File: src/rtl/spi_exp_pkg.sv
package spi_exp_pkg;
    typedef enum logic [1:0] {
        ST_IDLE  = 2'd0,
        ST_SHIFT = 2'd1,
        ST_FULL  = 2'd2,
        ST_OVER  = 2'd3
    } cfg_state_t;
endpackage

File: src/rtl/sync_bank.sv
module sync_bank #(
    parameter int          W       = 4,
    parameter logic [W-1:0] RST_VAL = '0
) (
    input  logic         clk,
    input  logic         rst_n,
    input  logic [W-1:0] d_i,
    output logic [W-1:0] q_o
);
    for (genvar i = 0; i < W; i++) begin : g_bit
        logic meta_q;
        logic stab_q;
        always_ff @(posedge clk or negedge rst_n) begin
            if (!rst_n) begin
                meta_q <= RST_VAL[i];
                stab_q <= RST_VAL[i];
            end else begin
                meta_q <= d_i[i];
                stab_q <= meta_q;
            end
        end
        assign q_o[i] = stab_q;
    end
endmodule

File: src/rtl/cfg_shifter.sv
module cfg_shifter
    import spi_exp_pkg::*;
#(
    parameter int NUM_OUTS   = 16,
    parameter int FRAME_BITS = 8
) (
    input  logic                  clk,
    input  logic                  rst_n,
    input  logic                  cfg_act,
    input  logic                  sclk_s,
    input  logic                  mosi_s,
    output logic [FRAME_BITS-1:0] addr_o,
    output logic                  err_o
);
    localparam int CNT_W = $clog2(FRAME_BITS + 1);
    localparam logic [FRAME_BITS:0]  LIMIT    = (FRAME_BITS+1)'(NUM_OUTS);
    localparam logic [CNT_W-1:0]     LAST_BIT = CNT_W'(FRAME_BITS - 1);

    cfg_state_t            state_q, state_d;
    logic                  sclk_d;
    logic                  sclk_rise;
    logic [FRAME_BITS-1:0] shift_q;
    logic [CNT_W-1:0]      cnt_q;
    logic [FRAME_BITS-1:0] addr_q;
    logic                  err_q;
    logic                  commit;
    logic                  take_bit;

    assign sclk_rise = sclk_s & ~sclk_d;

    // state register
    always_ff @(posedge clk or negedge rst_n) begin
        if (!rst_n) state_q <= ST_IDLE;
        else        state_q <= state_d;
    end

    // next state
    always_comb begin
        state_d = state_q;
        unique case (state_q)
            ST_IDLE:  if (cfg_act) state_d = ST_SHIFT;
            ST_SHIFT: begin
                if (!cfg_act)                             state_d = ST_IDLE;
                else if (sclk_rise && cnt_q == LAST_BIT)  state_d = ST_FULL;
            end
            ST_FULL: begin
                if (!cfg_act)      state_d = ST_IDLE;
                else if (sclk_rise) state_d = ST_OVER;
            end
            ST_OVER:  if (!cfg_act) state_d = ST_IDLE;
            default:  state_d = ST_IDLE;
        endcase
    end

    // outputs of the state machine
    always_comb begin
        commit   = 1'b0;
        take_bit = 1'b0;
        unique case (state_q)
            ST_SHIFT: take_bit = cfg_act & sclk_rise;
            ST_FULL:  commit   = ~cfg_act;
            default: ;
        endcase
    end

    always_ff @(posedge clk or negedge rst_n) begin
        if (!rst_n) begin
            sclk_d  <= 1'b0;
            shift_q <= '0;
            cnt_q   <= '0;
        end else begin
            sclk_d <= sclk_s;
            if (state_q == ST_IDLE) begin
                cnt_q <= '0;
            end else if (take_bit) begin
                shift_q <= {shift_q[FRAME_BITS-2:0], mosi_s};
                cnt_q   <= cnt_q + 1'b1;
            end
        end
    end

    always_ff @(posedge clk or negedge rst_n) begin
        if (!rst_n) begin
            addr_q <= '0;
            err_q  <= 1'b0;
        end else if (commit) begin
            addr_q <= shift_q;
            err_q  <= ({1'b0, shift_q} >= LIMIT);
        end
    end

    assign addr_o = addr_q;
    assign err_o  = err_q;


    addr_commit_chk: assert property (@(posedge clk) disable iff (!rst_n)
        !$stable(addr_q) |-> ($past(state_q) == ST_FULL && !$past(cfg_act)));


    err_commit_chk: assert property (@(posedge clk) disable iff (!rst_n)
        !$stable(err_q) |-> ($past(state_q) == ST_FULL && !$past(cfg_act)));


    err_rise_chk: assert property (@(posedge clk) disable iff (!rst_n)
        $rose(err_q) |-> ({1'b0, addr_q} >= LIMIT));
endmodule

File: src/rtl/cs_decoder.sv
module cs_decoder #(
    parameter int NUM_OUTS = 16,
    parameter int AW       = 8
) (
    input  logic [AW-1:0]       addr_i,
    output logic [NUM_OUTS-1:0] sel_n_o
);
    for (genvar i = 0; i < NUM_OUTS; i++) begin : g_out
        assign sel_n_o[i] = (addr_i != AW'(i));
    end
endmodule

File: src/rtl/spi_select_expander.sv
module spi_select_expander #(
    parameter int NUM_OUTS   = 16,
    parameter int FRAME_BITS = 8
) (
    input  logic                clk,
    input  logic                rst_n,
    input  logic                sclk_i,
    input  logic                mosi_i,
    input  logic                cfg_sel_n,
    input  logic                dev_sel_n,
    output logic                sclk_o,
    output logic                mosi_o,
    output logic [NUM_OUTS-1:0] cs_n_o,
    output logic                addr_err_o
);
    localparam logic [FRAME_BITS:0] LIMIT = (FRAME_BITS+1)'(NUM_OUTS);

    logic [3:0]            raw_in, sync_out;
    logic                  sclk_s, mosi_s, cfg_act, dev_act;
    logic [FRAME_BITS-1:0] addr;
    logic                  err;
    logic [NUM_OUTS-1:0]   dec_n;
    logic [NUM_OUTS-1:0]   cs_q;

    assign sclk_o = sclk_i;
    assign mosi_o = mosi_i;

    assign raw_in = {dev_sel_n, cfg_sel_n, mosi_i, sclk_i};

    sync_bank #(.W(4), .RST_VAL(4'b1100)) u_sync (
        .clk   (clk),
        .rst_n (rst_n),
        .d_i   (raw_in),
        .q_o   (sync_out)
    );

    assign sclk_s  = sync_out[0];
    assign mosi_s  = sync_out[1];
    assign cfg_act = ~sync_out[2];
    assign dev_act = ~sync_out[3];

    cfg_shifter #(.NUM_OUTS(NUM_OUTS), .FRAME_BITS(FRAME_BITS)) u_cfg (
        .clk     (clk),
        .rst_n   (rst_n),
        .cfg_act (cfg_act),
        .sclk_s  (sclk_s),
        .mosi_s  (mosi_s),
        .addr_o  (addr),
        .err_o   (err)
    );

    cs_decoder #(.NUM_OUTS(NUM_OUTS), .AW(FRAME_BITS)) u_dec (
        .addr_i  (addr),
        .sel_n_o (dec_n)
    );

    always_ff @(posedge clk or negedge rst_n) begin
        if (!rst_n)                  cs_q <= '1;
        else if (dev_act && !cfg_act) cs_q <= dec_n;
        else                         cs_q <= '1;
    end

    assign cs_n_o     = cs_q;
    assign addr_err_o = err;


    cs_idle_chk: assert property (@(posedge clk) disable iff (!rst_n)
        !dev_act |=> (&cs_n_o));


    cfg_priority_chk: assert property (@(posedge clk) disable iff (!rst_n)
        cfg_act |=> (&cs_n_o));


    cs_single_chk: assert property (@(posedge clk) disable iff (!rst_n)
        $countones(~cs_n_o) <= 1);


    cs_range_chk: assert property (@(posedge clk) disable iff (!rst_n)
        !(&cs_n_o) |-> ({1'b0, $past(addr)} < LIMIT));
endmodule

File: config.mk
export PLATFORM = sky130hd
export DESIGN_NAME = spi_select_expander
export DESIGN_NICKNAME = d
export VERILOG_FILES = /design/src/rtl/spi_exp_pkg.sv /design/src/rtl/sync_bank.sv /design/src/rtl/cfg_shifter.sv /design/src/rtl/cs_decoder.sv /design/src/rtl/spi_select_expander.sv
export SDC_FILE = /design/constraint.sdc
export NUM_CORES = 1
export LEC_CHECK = 0
export BUFFER_PORTS_ARGS = -buffer_cell sky130_fd_sc_hd__buf_4
export CAP_MARGIN = 25
export CORE_ASPECT_RATIO = 1.4
export CORE_MARGIN = 3
export CORE_UTILIZATION = 36
export CTS_CLUSTER_SIZE = 16
export DETAILED_ROUTE_END_ITERATION = 16
export PLACE_DENSITY = 0.54
export RECOVER_POWER = 100
export SYNTH_ARGS = -nofsm -noshare
export SYNTH_HDL_FRONTEND = slang
export SYNTH_SLANG_ARGS = --single-unit
export TNS_END_PERCENT = 10
File: constraint.sdc
create_clock -name clk -period 2.4 [get_ports clk]
set_clock_uncertainty 0.05 [all_clocks]
set_input_delay 0.12 -clock clk [delete_from_list [all_inputs] [get_ports clk]]
set_output_delay 0.12 -clock clk [all_outputs]
set_load 0.05 [all_outputs]
==> impl_metrics.ini <==
[final_layout]
fillers = 470
fin_util = 0.432
fin_area_um2 = 2110
drive_gt1_frac = 0.318
nNetsFinal = 163
n_antenna_cell = 0
syn_to_final_growth_pct = 15.7
regArea_um2 = 1230
multi_input_area_um2 = 529

[die]
num_rows = 30
core_area_um2 = 4880
dieArea_um2 = 5970
die_width_um = 66.1
die_h_um = 90.2
initial_core_util = 0.374
io_pins = 25

[sta]
min_period_over_period = 0.711
hold_viol = 0
max_slew.worst_pin.slew_ns = 1.12
max_slew_margin = 0.254
setup_viol = 0
slew_violations = 0
min_period_ns = 1.71
timing.fmax_mhz = 586
fin_setup_tns_ns = 0
rsz0062_at_grt = false

[setup_path]
cp.arrival_ns = 1.84
crit_type = flop to flop
cp.required_ns = 2.53
cp-start-kind = flop
path_max_fanout = 9
end_kind = flop

[global_route]
grt_max_degree = 49
grt_util_met3 = 0.0338
use_met2 = 0.169
grt-busiest-layer = met2
grtUsageMet1 = 0.127
grt_pass1_wl_um = 4910
first_global_vias = 1065
grt.total_usage = 0.105
antenna_found_initial = 0
grt_remaining_overflow = 0

[clock_tree]
clock-sinks = 48
insertion_delay_ns = 0.29
cts_tree = done
cts_buffers = 5
clk_pin_slew_worst_paths_ns = 0.08
htreeDepth = 2
cts_buffer_depth = 2
ctsRootBufferMaster = clkbuf_8
cts_resized = 0

[placement]
place.gp.congestion = 0.766
place_area_um2 = 2040
dp_hpwl_um = 1960
port-buffer-count = 24

[routing]
postRouteAntennaNets = 0
drt_first_pass_iters = 4
viasPerCell = 4.62
detailroute.via_count = 1021
dr.first_iter.drc_count = 32
routed_wl_um = 2800
avgRoutedWirePerCell_um = 12.7
route.detailed.drc = 0

[yosys]
ys_seq_elements = 48
synth.distinct_cells = 34
synthFlopType = dfrtp_1
avgSynthCellArea_um2 = 14.5
yosys.area.top_type = dfrtp_1
synth_warnings = 0
synth_top_area_frac = 0.384
async_reset_ff_frac = 1.00
yosysSeqAreaShare = 0.673
synthTopCellsByArea = dfrtp_1, dfstp_2, mux2_2, nand2_1, a22o_1
synth_edf_count = 0
syn_nets = 133
synth_common_cells = dfrtp_1, dfstp_2, mux2_2, nand2_1, nand3_1
synthCells = 126
yosysMostFrequentCell = dfrtp_1
syn_area_um2 = 1820

[power_and_ir_drop]
p_per_area_nw_per_um2 = 724
leakagePower_nw = 0.899
p_total_mw = 1.53
irDropWorstVdd_mv = 0.330

[status]
status = finished, final reports clean

[flow_run]
cap_violations = 0

[hold_path]
hold_class = flop to flop
[cell usage in the layout (no fill, tap or decap), drive strengths merged]
| cell | netlist | routed |
|---|---|---|
| nor3 | 3 | 3 |
| nor4 | 1 | 1 |
| nor2b | 1 | 1 |
| a21oi | 1 | 1 |
| dfstp | 20 | 20 |
| nand3 | 4 | 4 |
| clkbuf | 1 | 31 |
| nor3b | 1 | 1 |
| a221o | 1 | 1 |
| o211ai | 1 | 1 |
| inv | 3 | 3 |
| dlygate4sd3 | 0 | 5 |
| ha | 1 | 1 |
| bufinv | 0 | 1 |
| nor4bb | 2 | 2 |
| nor4b | 2 | 2 |
| o21a | 1 | 1 |
| mux2 | 17 | 17 |
| dfrtp | 28 | 28 |
| o21ba | 1 | 1 |
| nor2 | 3 | 3 |
| or3b | 2 | 2 |
| o311ai | 1 | 1 |
| nand2 | 17 | 17 |
| and4b | 2 | 2 |
| nand3b | 1 | 1 |
| a22o | 3 | 3 |
| o211a | 1 | 1 |
| o21ai | 1 | 1 |
| or4 | 1 | 1 |
[critical path, stage by stage (launching register included)]
cell and delay, ns:
dfrtp_1 0.50, nor4b_4 0.40, nand2_1 0.29, mux2_2 0.35
[per-layer routing]
layer | part of all wire | vias up
met4 | 0.019 | 0
li1 | - | 496
met5 | 0 | -
met1 | 0.42 | 496
met3 | 0.054 | 6
met2 | 0.51 | 23
[area by class of cell]
| type | count | share of cell area |
|---|---|---|
| repair buffers | 29 | 0.0741 |
| inverters | 3 | 0.00534 |
| clock buffers | 7 | 0.0362 |
| clock inverters | 1 | 0.0142 |
| flip-flops and latches | 48 | 0.581 |
| well taps | 64 | 0.0380 |
| multi-input cells | 69 | 0.251 |
[worst paths after layout]
kind,startpoint,end,slack (ns),depth (start not counted)
max,u_cfg.state_q[1]$_DFFE_PN0P_,u_cfg.shift_q[4]$_DFFE_PN0P_,0.69,3
min,u_sync.g_bit[1].meta_q$_DFF_PN0_,u_sync.g_bit[1].stab_q$_DFF_PN0_,0.31,0
max reg2reg,u_cfg.state_q[1]$_DFFE_PN0P_,u_cfg.shift_q[4]$_DFFE_PN0P_,0.69,3
min reg2reg,u_sync.g_bit[1].meta_q$_DFF_PN0_,u_sync.g_bit[1].stab_q$_DFF_PN0_,0.31,0
max in group asynchronous,rst_n,u_cfg.err_o$_DFFE_PN0P_,1.10,2
min in group asynchronous,rst_n,u_cfg.state_q[1]$_DFFE_PN0P_,0.52,2
[flip-flops by register name (all words and copies together) (netlist names)]
name                 flops
u_cfg.state_q            2
u_cfg.err_o              1
u_cfg.sclk_d             1
cs_n_o                  16
u_sync.g_bit.stab_q      4
u_cfg.addr_o             8
u_sync.g_bit.meta_q      4
u_cfg.shift_q            8
u_cfg.cnt_q              4
[where the power goes]
part	leakage [nW]	internal (mW)	switching [mW]
Combinational	0.266	0.0462	0.0425
Sequential	0.580	0.855	0.0329
Clock	0.0524	0.312	0.238
Total	0.899	1.21	0.314
[cells by family after synthesis]
kind of cell | synth area share
adder cells (fa/ha/maj) | 0.00686
AO/OA/AOI/OAI | 0.0494
buffers and inverters | 0.0295
AND/OR/NAND/NOR | 0.137
multiplexers | 0.105
flip-flops | 0.673
[repair_timing]
item / CTS / global route
buffers inserted: 0 / 0
hold buffers: 5 / 0
endpoints found under the hold margin: 32 / 0
[per-stage QoR]
stage | worst slack (ns) | hold WS (ns) | std cells
floorplan | 0.978 | -0.226 | 126
CTS | 0.799 | 0.310 | 221
detailed placement | 0.810 | 0.114 | 208
global placement | 0.837 | 0.101 | 208
global route | 0.569 | 0.313 | 221
finish | 0.695 | 0.307 | 221
No activity file was read; power rests on OpenSTA's default activity.
